File: src/rtl/sdac_pkg.sv
package sdac_pkg;

    localparam int CODE_W   = 14;
    localparam int CMD_W    = 2;
    localparam int WORD_W   = CMD_W + CODE_W;
    localparam int CNT_W    = $clog2(WORD_W + 2);
    localparam int SYNC_N   = 2;

    typedef enum logic [CMD_W-1:0] {
        CMD_STAGE = 2'b00,
        CMD_COPY  = 2'b01,
        CMD_BOTH  = 2'b10,
        CMD_SLEEP = 2'b11
    } cmd_e;

    typedef struct packed {
        cmd_e              cmd;
        logic [CODE_W-1:0] code;
    } frame_t;

    function automatic frame_t unpack_word(input logic [WORD_W-1:0] w);
        frame_t f;
        f.cmd  = cmd_e'(w[WORD_W-1 -: CMD_W]);
        f.code = w[CODE_W-1:0];
        return f;
    endfunction

endpackage

File: src/rtl/sdac_sync.sv
module sdac_sync #(
    parameter int         W       = 1,
    parameter int         STAGES  = 2,
    parameter logic [W-1:0] RST_VAL = '0
) (
    input  logic         clk,
    input  logic         rst,
    input  logic [W-1:0] d,
    output logic [W-1:0] q
);
    logic [W-1:0] stg [STAGES];

    for (genvar i = 0; i < STAGES; i++) begin : g_stage
        if (i == 0) begin : g_first
            always_ff @(posedge clk) begin
                if (rst) stg[i] <= RST_VAL;
                else     stg[i] <= d;
            end
        end else begin : g_rest
            always_ff @(posedge clk) begin
                if (rst) stg[i] <= RST_VAL;
                else     stg[i] <= stg[i-1];
            end
        end
    end

    assign q = stg[STAGES-1];
endmodule

File: src/rtl/sdac_shifter.sv
module sdac_shifter
    import sdac_pkg::*;
(
    input  logic   clk,
    input  logic   rst,
    input  logic   cs_n,
    input  logic   sck,
    input  logic   sdi,
    output logic   frame_stb,
    output frame_t frame
);
    localparam logic [CNT_W-1:0] FULL = CNT_W'(WORD_W);
    localparam logic [CNT_W-1:0] SAT  = CNT_W'(WORD_W + 1);

    logic                cs_prev, sck_prev;
    logic [WORD_W-1:0]   sreg;
    logic [CNT_W-1:0]    cnt, cnt_base, cnt_nxt;
    logic                cs_fall, cs_rise, bit_take;

    assign cs_fall  = cs_prev & ~cs_n;
    assign cs_rise  = ~cs_prev & cs_n;
    assign bit_take = ~sck_prev & sck & ~cs_n;

    always_comb begin
        cnt_base = cs_fall ? '0 : cnt;
        cnt_nxt  = cnt_base;
        if (bit_take && cnt_base != SAT)
            cnt_nxt = cnt_base + 1'b1;
    end

    always_ff @(posedge clk) begin
        if (rst) begin
            cs_prev   <= 1'b1;
            sck_prev  <= 1'b0;
            sreg      <= '0;
            cnt       <= '0;
            frame_stb <= 1'b0;
            frame     <= '0;
        end else begin
            cs_prev   <= cs_n;
            sck_prev  <= sck;
            cnt       <= cnt_nxt;
            if (bit_take)
                sreg <= {sreg[WORD_W-2:0], sdi};
            frame_stb <= cs_rise && (cnt == FULL);
            if (cs_rise)
                frame <= unpack_word(sreg);
        end
    end
endmodule

File: src/rtl/sdac_regs.sv
module sdac_regs
    import sdac_pkg::*;
(
    input  logic              clk,
    input  logic              rst,
    input  logic              frame_stb,
    input  frame_t            frame,
    input  logic              sd_req,
    input  logic              allow,
    output logic [CODE_W-1:0] stage_code,
    output logic [CODE_W-1:0] out_code,
    output logic              asleep
);
    logic sleep_nxt;

    always_comb begin
        sleep_nxt = asleep;
        if (!allow)
            sleep_nxt = 1'b0;
        else if (sd_req || (frame_stb && frame.cmd == CMD_SLEEP))
            sleep_nxt = 1'b1;
        else if (frame_stb && frame.cmd == CMD_BOTH)
            sleep_nxt = 1'b0;
    end

    always_ff @(posedge clk) begin
        if (rst) begin
            stage_code <= '0;
            out_code   <= '0;
            asleep     <= 1'b0;
        end else begin
            asleep <= sleep_nxt;
            if (frame_stb) begin
                unique case (frame.cmd)
                    CMD_STAGE: stage_code <= frame.code;
                    CMD_COPY:  out_code   <= stage_code;
                    CMD_BOTH: begin
                        stage_code <= frame.code;
                        out_code   <= frame.code;
                    end
                    CMD_SLEEP: ;
                    default: ;
                endcase
            end
        end
    end
endmodule

File: src/rtl/sdac_front.sv
module sdac_front
    import sdac_pkg::*;
(
    input  logic              clk,
    input  logic              rst,
    input  logic              ser_cs_n,
    input  logic              ser_clk,
    input  logic              ser_data,
    input  logic              sd_pin,
    input  logic              pd_allow,
    output logic [CODE_W-1:0] dac_code,
    output logic              shutdown,
    output logic              out_en
);
    localparam int PIN_N = 5;
    localparam logic [PIN_N-1:0] PIN_RST = 5'b10000;

    logic [PIN_N-1:0]  pins_s;
    logic              cs_s, sck_s, sdi_s, sd_s, allow_s;
    logic              frame_stb;
    frame_t            frm;
    logic [CODE_W-1:0] stage_code;

    sdac_sync #(.W(PIN_N), .STAGES(SYNC_N), .RST_VAL(PIN_RST)) u_sync (
        .clk (clk),
        .rst (rst),
        .d   ({ser_cs_n, ser_clk, ser_data, sd_pin, pd_allow}),
        .q   (pins_s)
    );

    assign {cs_s, sck_s, sdi_s, sd_s, allow_s} = pins_s;

    sdac_shifter u_shift (
        .clk       (clk),
        .rst       (rst),
        .cs_n      (cs_s),
        .sck       (sck_s),
        .sdi       (sdi_s),
        .frame_stb (frame_stb),
        .frame     (frm)
    );

    sdac_regs u_regs (
        .clk        (clk),
        .rst        (rst),
        .frame_stb  (frame_stb),
        .frame      (frm),
        .sd_req     (sd_s),
        .allow      (allow_s),
        .stage_code (stage_code),
        .out_code   (dac_code),
        .asleep     (shutdown)
    );

    assign out_en = ~shutdown;
endmodule

File: config.mk
export PLATFORM = sky130hd
export DESIGN_NAME = sdac_front
export DESIGN_NICKNAME = d
export VERILOG_FILES = /design/src/rtl/sdac_pkg.sv /design/src/rtl/sdac_sync.sv /design/src/rtl/sdac_shifter.sv /design/src/rtl/sdac_regs.sv /design/src/rtl/sdac_front.sv
export SDC_FILE = /design/constraint.sdc
export NUM_CORES = 1
export LEC_CHECK = 0
export ABC_AREA = 1
export BUFFER_PORTS_ARGS = -buffer_cell sky130_fd_sc_hd__buf_4
export CAP_MARGIN = 20
export CORE_MARGIN = 3
export CORE_UTILIZATION = 60
export CTS_BUF_LIST = sky130_fd_sc_hd__clkbuf_8
export DETAILED_ROUTE_END_ITERATION = 8
export HOLD_SLACK_MARGIN = 0.05
export PLACE_DENSITY_LB_ADDON = 0.08
export SETUP_SLACK_MARGIN = 0.5
export SKIP_LAST_GASP = 1
export SLEW_MARGIN = 20
export SYNTH_ARGS = -nofsm -noshare
export SYNTH_HDL_FRONTEND = slang
export SYNTH_HIERARCHICAL = 1
export SYNTH_SLANG_ARGS = --single-unit
File: constraint.sdc
create_clock -name clk -period 4.7 [get_ports clk]
set_clock_uncertainty 0.15 [all_clocks]
set_input_delay 0.94 -clock clk [delete_from_list [all_inputs] [get_ports clk]]
set_output_delay 0.94 -clock clk [all_outputs]
set_load 0.02 [all_outputs]
; ---- After elaboration in Yosys (flattened, before gate mapping)
; Memories as Yosys holds them, arrays and structs flattened.
; Index checks and enable logic that the tools add are counted.
[totals]
ramBits = 10
mem_count = 1
inputBits = 7
ff_bits = 69
elab_cells = 50
output_inout_bits = 16
[mem_list]
columns = name, words, width, rd, rd_ports_with_merged_regs, wr, line_no
row1 = u_sync.stg, 2, 5, 2, 0, 2, sdac_sync.sv:11  ; logic [W-1:0] stg [STAGES];
[classes]
reduce_logical = 12
bitwise_logic = 11
eq_ne = 5
muxes = 10
add_sub_neg = 1
[ops]
columns = cell, n
row1 = $pmux 14 s2, 1
row2 = $mux 5, 4
row3 = $add 5x1->5 const B, 1
row4 = $eq 5x5->1 const B, 1
row5 = $mux 1, 5
row6 = $ne 5x5->1 const B, 1
row7 = $not 1->1, 5
row8 = $and 1x1->1, 4
row9 = $eq 2x2->1 const B, 2
row10 = $logic_and 1x1->1, 4
row11 = $reduce_and 2->1, 2
row12 = $reduce_bool 2->1, 2
row13 = $reduce_or 2->1, 2
row14 = $eq 2x1->1 const B, 1
row15 = $logic_not 2->1, 1
row16 = $or 1x1->1, 2
row17 = $logic_or 1x1->1, 1

; ---- Logic depth before layout (Yosys ltp)
[depth]
ltp_word = 6
ltp_mapped = 12

; ---- By module
; Netlist, hierarchy kept.
[modules_own_cells]
columns = module, cells_each, seq_area_each_um2, area_each_um2, n_inst
row1 = sdac_shifter, 196, 800.8, 1554.0, 1
row2 = sdac_regs, 224, 580.6, 1437.6, 1
row3 = sdac_sync, 32, 200.2, 290.3, 1
row4 = sdac_front, 1, 0.0, 3.8, 1

; ---- Worst setup path before layout
; Ideal clock, no wire load.
[synth_path]
path_type = reg-to-output
startpoint = reg u_regs.asleep
endpoint = out out_en
path_buffers = 0
arrival_time_ns = 0.588
path_stages_with_launch = 2
setup_slack_ns = 3.022
required_time_ns = 3.610
cell_sequence = dfxtp_1 inv_1
[synth_between]
elab_chain_cells = 1
[synth_rtl]
columns = item, line_no
row1 = start: declaration, sdac_regs.sv:12  ; output logic asleep
row2 = start signal: assignment, sdac_regs.sv:32  ; asleep <= sleep_nxt;
row3 = $not 1->1, sdac_front.sv:55  ; assign out_en = ~shutdown;
row4 = end: declaration, sdac_front.sv:13  ; output logic out_en
; Every way passes these cells.

; ---- Worst setup path in the final report
[layout_path]
startpoint = reg, netlist name u_shift/frame[14]
endpoint = reg u_regs.stage_code[10]
[layout_between]
elab_chain_cells = 3
[layout_rtl]
columns = item, line_no
row1 = $eq 2x2->1 or $logic_not 2->1 (tied branches), sdac_regs.sv:34  ; unique case (frame.cmd)
row2 = $reduce_or 2->1 (no source line) *, -
row3 = $reduce_and 2->1 (no source line) *, -
row4 = end signal: assignment, sdac_regs.sv:35  ; CMD_STAGE: stage_code <= frame.code;
row5 = end signal: assignment, sdac_regs.sv:38  ; stage_code <= frame.code;
row6 = end: declaration, sdac_regs.sv:10  ; output logic [CODE_W-1:0] stage_code,
; Mark *: on every way between the ends. The rest lies on a longest branch, timed or not.
; A chain may end at the register's enable or synchronous reset.

==> metrics.cfg <==
[yosys]
ys_ff_latch=79
synth_top_area_share_pct=48.1
yosysMostFrequentCell=nand2_1
synth_top_cell_by_area=dfxtp_1
postSynthAreaPerCell_um2=7.25
synth_edf_count=0
synth_cell_types=23
seq_area_frac_synth_pct=48.1
synthTopCellsByCount=nand2_1, dfxtp_1, inv_1
syn_nets=464
synth-async-reset-ratio_pct=0
synthFlopType=dfxtp_1
synthTopCellsByArea=dfxtp_1, nand2_1, a21oi_1
netlist_area_um2=3290
yosys_warnings=6
netlist_instances=453

[power]
p_leak_uw=0.00161
swShare_pct=20.8
ir_drop_mv=0.243
p_per_area_nw_per_um2=351
p_comb_share_pct=3.1
p_switching_uw=262
clockPowerShare_pct=42.5
p_seq_share_pct=54.4
p_int_uw=998

[finish]
syn_to_final_growth_pct=9.18
utilization_pct=68.9
layout-drive-gt1-share_pct=11.1
instances_no_fill=537
final_nets=474
diodes=0

[clock_network]
h-tree-depth=3
clk_pin_slew_ns=0.08
cts_tree=yes
clock_latency_ns=0.33
cts-root-buf=clkbuf_8
cts_buffer_depth=2
cts_resized=0
numCtsBuffers=9
postCtsSetupBuffers=0
cts_hold_buf=0
clock_sinks=79

[global_route]
grt_antenna_before_repair=0
grt_max_degree=37
grt_usage_pct=20.5
grt_overflow=0
grt_pass1_vias=2359
grt_first_pass_wirelength_mm=10.4

[timing]
worstMarginPinSlew_ns=0.904
finalSetupTns_ns=0
relSlewSlack_pct=39.6
hold-worst-slack_ns=0.259
finalCritPeriodShare_pct=49.7
layout_setup_ws_ns=2.37
rsz0062_at_grt=no
min_period_ns=2.33
hold_violations=0
maxSlewViolCount=0
max_freq_mhz=428
finalSetupViolations=0

[worst_hold_path]
hp-class=reg -> reg
hold-path-endpoint=u_sync/stg[1][3]
hold_depth=2
min_from=u_sync/stg[0][3]

[setup_path]
reg2reg_to=u_regs/stage_code[10]
critPathRequiredTime_ns=4.78
worstSetupEndpointType=register
crit_fanout=29
crit_arrival_ns=2.41
cp-start-kind=register
reg2reg_depth=5
r2r_slack_ns=2.37
crit_type=reg -> reg
rr_startpoint=u_shift/frame[14]

[detailed_routing]
drc=0
ant_nets=0
viasPerCell=4.89
detailedRoute.firstPassIterationCount=5
vias=2624
wl_per_cell_um=11.0
wirelength_mm=5.89
detail_route.iter0.violations=162

[die]
die_width_um=80
ios=23
initial_core_util_pct=63.1
core_um2=5200
die_area_um2=6400
die_h_um=80
rows=26

[placement]
dp_hpwl_mm=3.85
placed_cells=522
numPortBuffers=22
dp_slack_ns=2.36
gp_congestion=0.861

[outcome]
status=complete, no violations

[job]
cap_viol_max_count=0

[worst max-delay path by stage]
stage / slack, ns / start / end
after global routing: 2.17 / u_shift/frame[14] / u_regs/stage_code[6]
after CTS: 2.40 / u_shift/frame[14] / u_regs/stage_code[10]
after floorplan: 3.02 / u_regs/asleep / out_en
final: 2.37 / u_shift/frame[14] / u_regs/stage_code[10]
after detailed placement: 2.36 / rst / u_shift/sreg[9]
after global placement: 2.43 / rst / u_shift/frame[0]
[area by class of cell]
class / instances / area, um2
Multi-Input combinational cell: 271 / 1240
Clock inverter: 5 / 73.8
Inverter: 80 / 300
Clock buffer: 10 / 138
Sequential cell: 79 / 1580
Tap cell: 70 / 87.6
Timing Repair Buffer: 22 / 165
Fill cell: 478 / 1620
[cell usage in the layout (no fill, tap or decap)]
cell type and instances:
dfxtp_1 79, nor2_1 58, nor3_1 1, bufinv_16 2, nor2_4 1, clkinv_2 2
buf_4 22, a21oi_1 54, clkinv_1 10, o21ai_0 24, inv_2 7, nor4_2 1
nand4_1 1, nand2_4 2, inv_1 64, nand3_2 1, clkbuf_8 10, nor2_2 2
nand2_2 2, o21ai_1 2, nand3_1 30, nand2_1 88, ha_1 4
[critical path, stage by stage, from the launching register on]
cell and delay [ns]:
dfxtp_1 0.33, inv_1 0.09, ha_1 0.53, nand2_1 0.71, a21oi_1 0.34, nor2_1 0.07
[flip-flops by register name, summed over array words and instances (netlist names)]
| register | flops |
|---|---|
| u_regs/asleep | 1 |
| u_shift/sck_prev | 1 |
| u_shift/sreg | 16 |
| u_shift/cnt | 5 |
| u_shift/frame_stb | 1 |
| u_shift/cs_prev | 1 |
| u_shift/frame | 16 |
| u_sync/stg | 10 |
| u_regs/stage_code | 14 |
| u_regs/out_code | 14 |
[kinds of logic (layout without fill, tap and decap cells)]
| kind of cell | Yosys count | after routing | synth area share [%] |
|---|---|---|---|
| AND/OR/NAND/NOR | 187 | 187 | 24.1 |
| buffers and inverters | 103 | 117 | 14.1 |
| AO/OA/AOI/OAI | 80 | 80 | 12.2 |
| flip-flops | 79 | 79 | 48.1 |
| adder cells (fa/ha/maj) | 4 | 4 | 1.52 |
[routing by layer]
layer / GRT usage [%] / up-vias / share of wire, %
li1: - / 1409 / -
met1: 24.9 / 1155 / 46
met2: 34.7 / 54 / 48
met3: 4.06 / 6 / 4.0
met4: 9.63 / 0 / 1.1
met5: 0 / - / 0
[power by group through the flow]
stage	clock (uW)	combinational, uW	sequential [uW]
after CTS	547	39.6	685
after floorplan	0	32.1	699
final	536	39.0	685
after global routing	580	45.7	686
after global placement	0	38.6	700
after detailed placement	0	39.3	701
[through the flow]
stage | area [um2] | total power, uW
6_report | 3590 | 1260
5_1_grt | 3590 | 1310
4_1_cts | 3590 | 1270
3_5_place_dp | 3380 | 740
3_3_place_gp | 3380 | 739
2_1_floorplan | 3290 | 731
No activity file was read; power rests on OpenSTA's default activity.
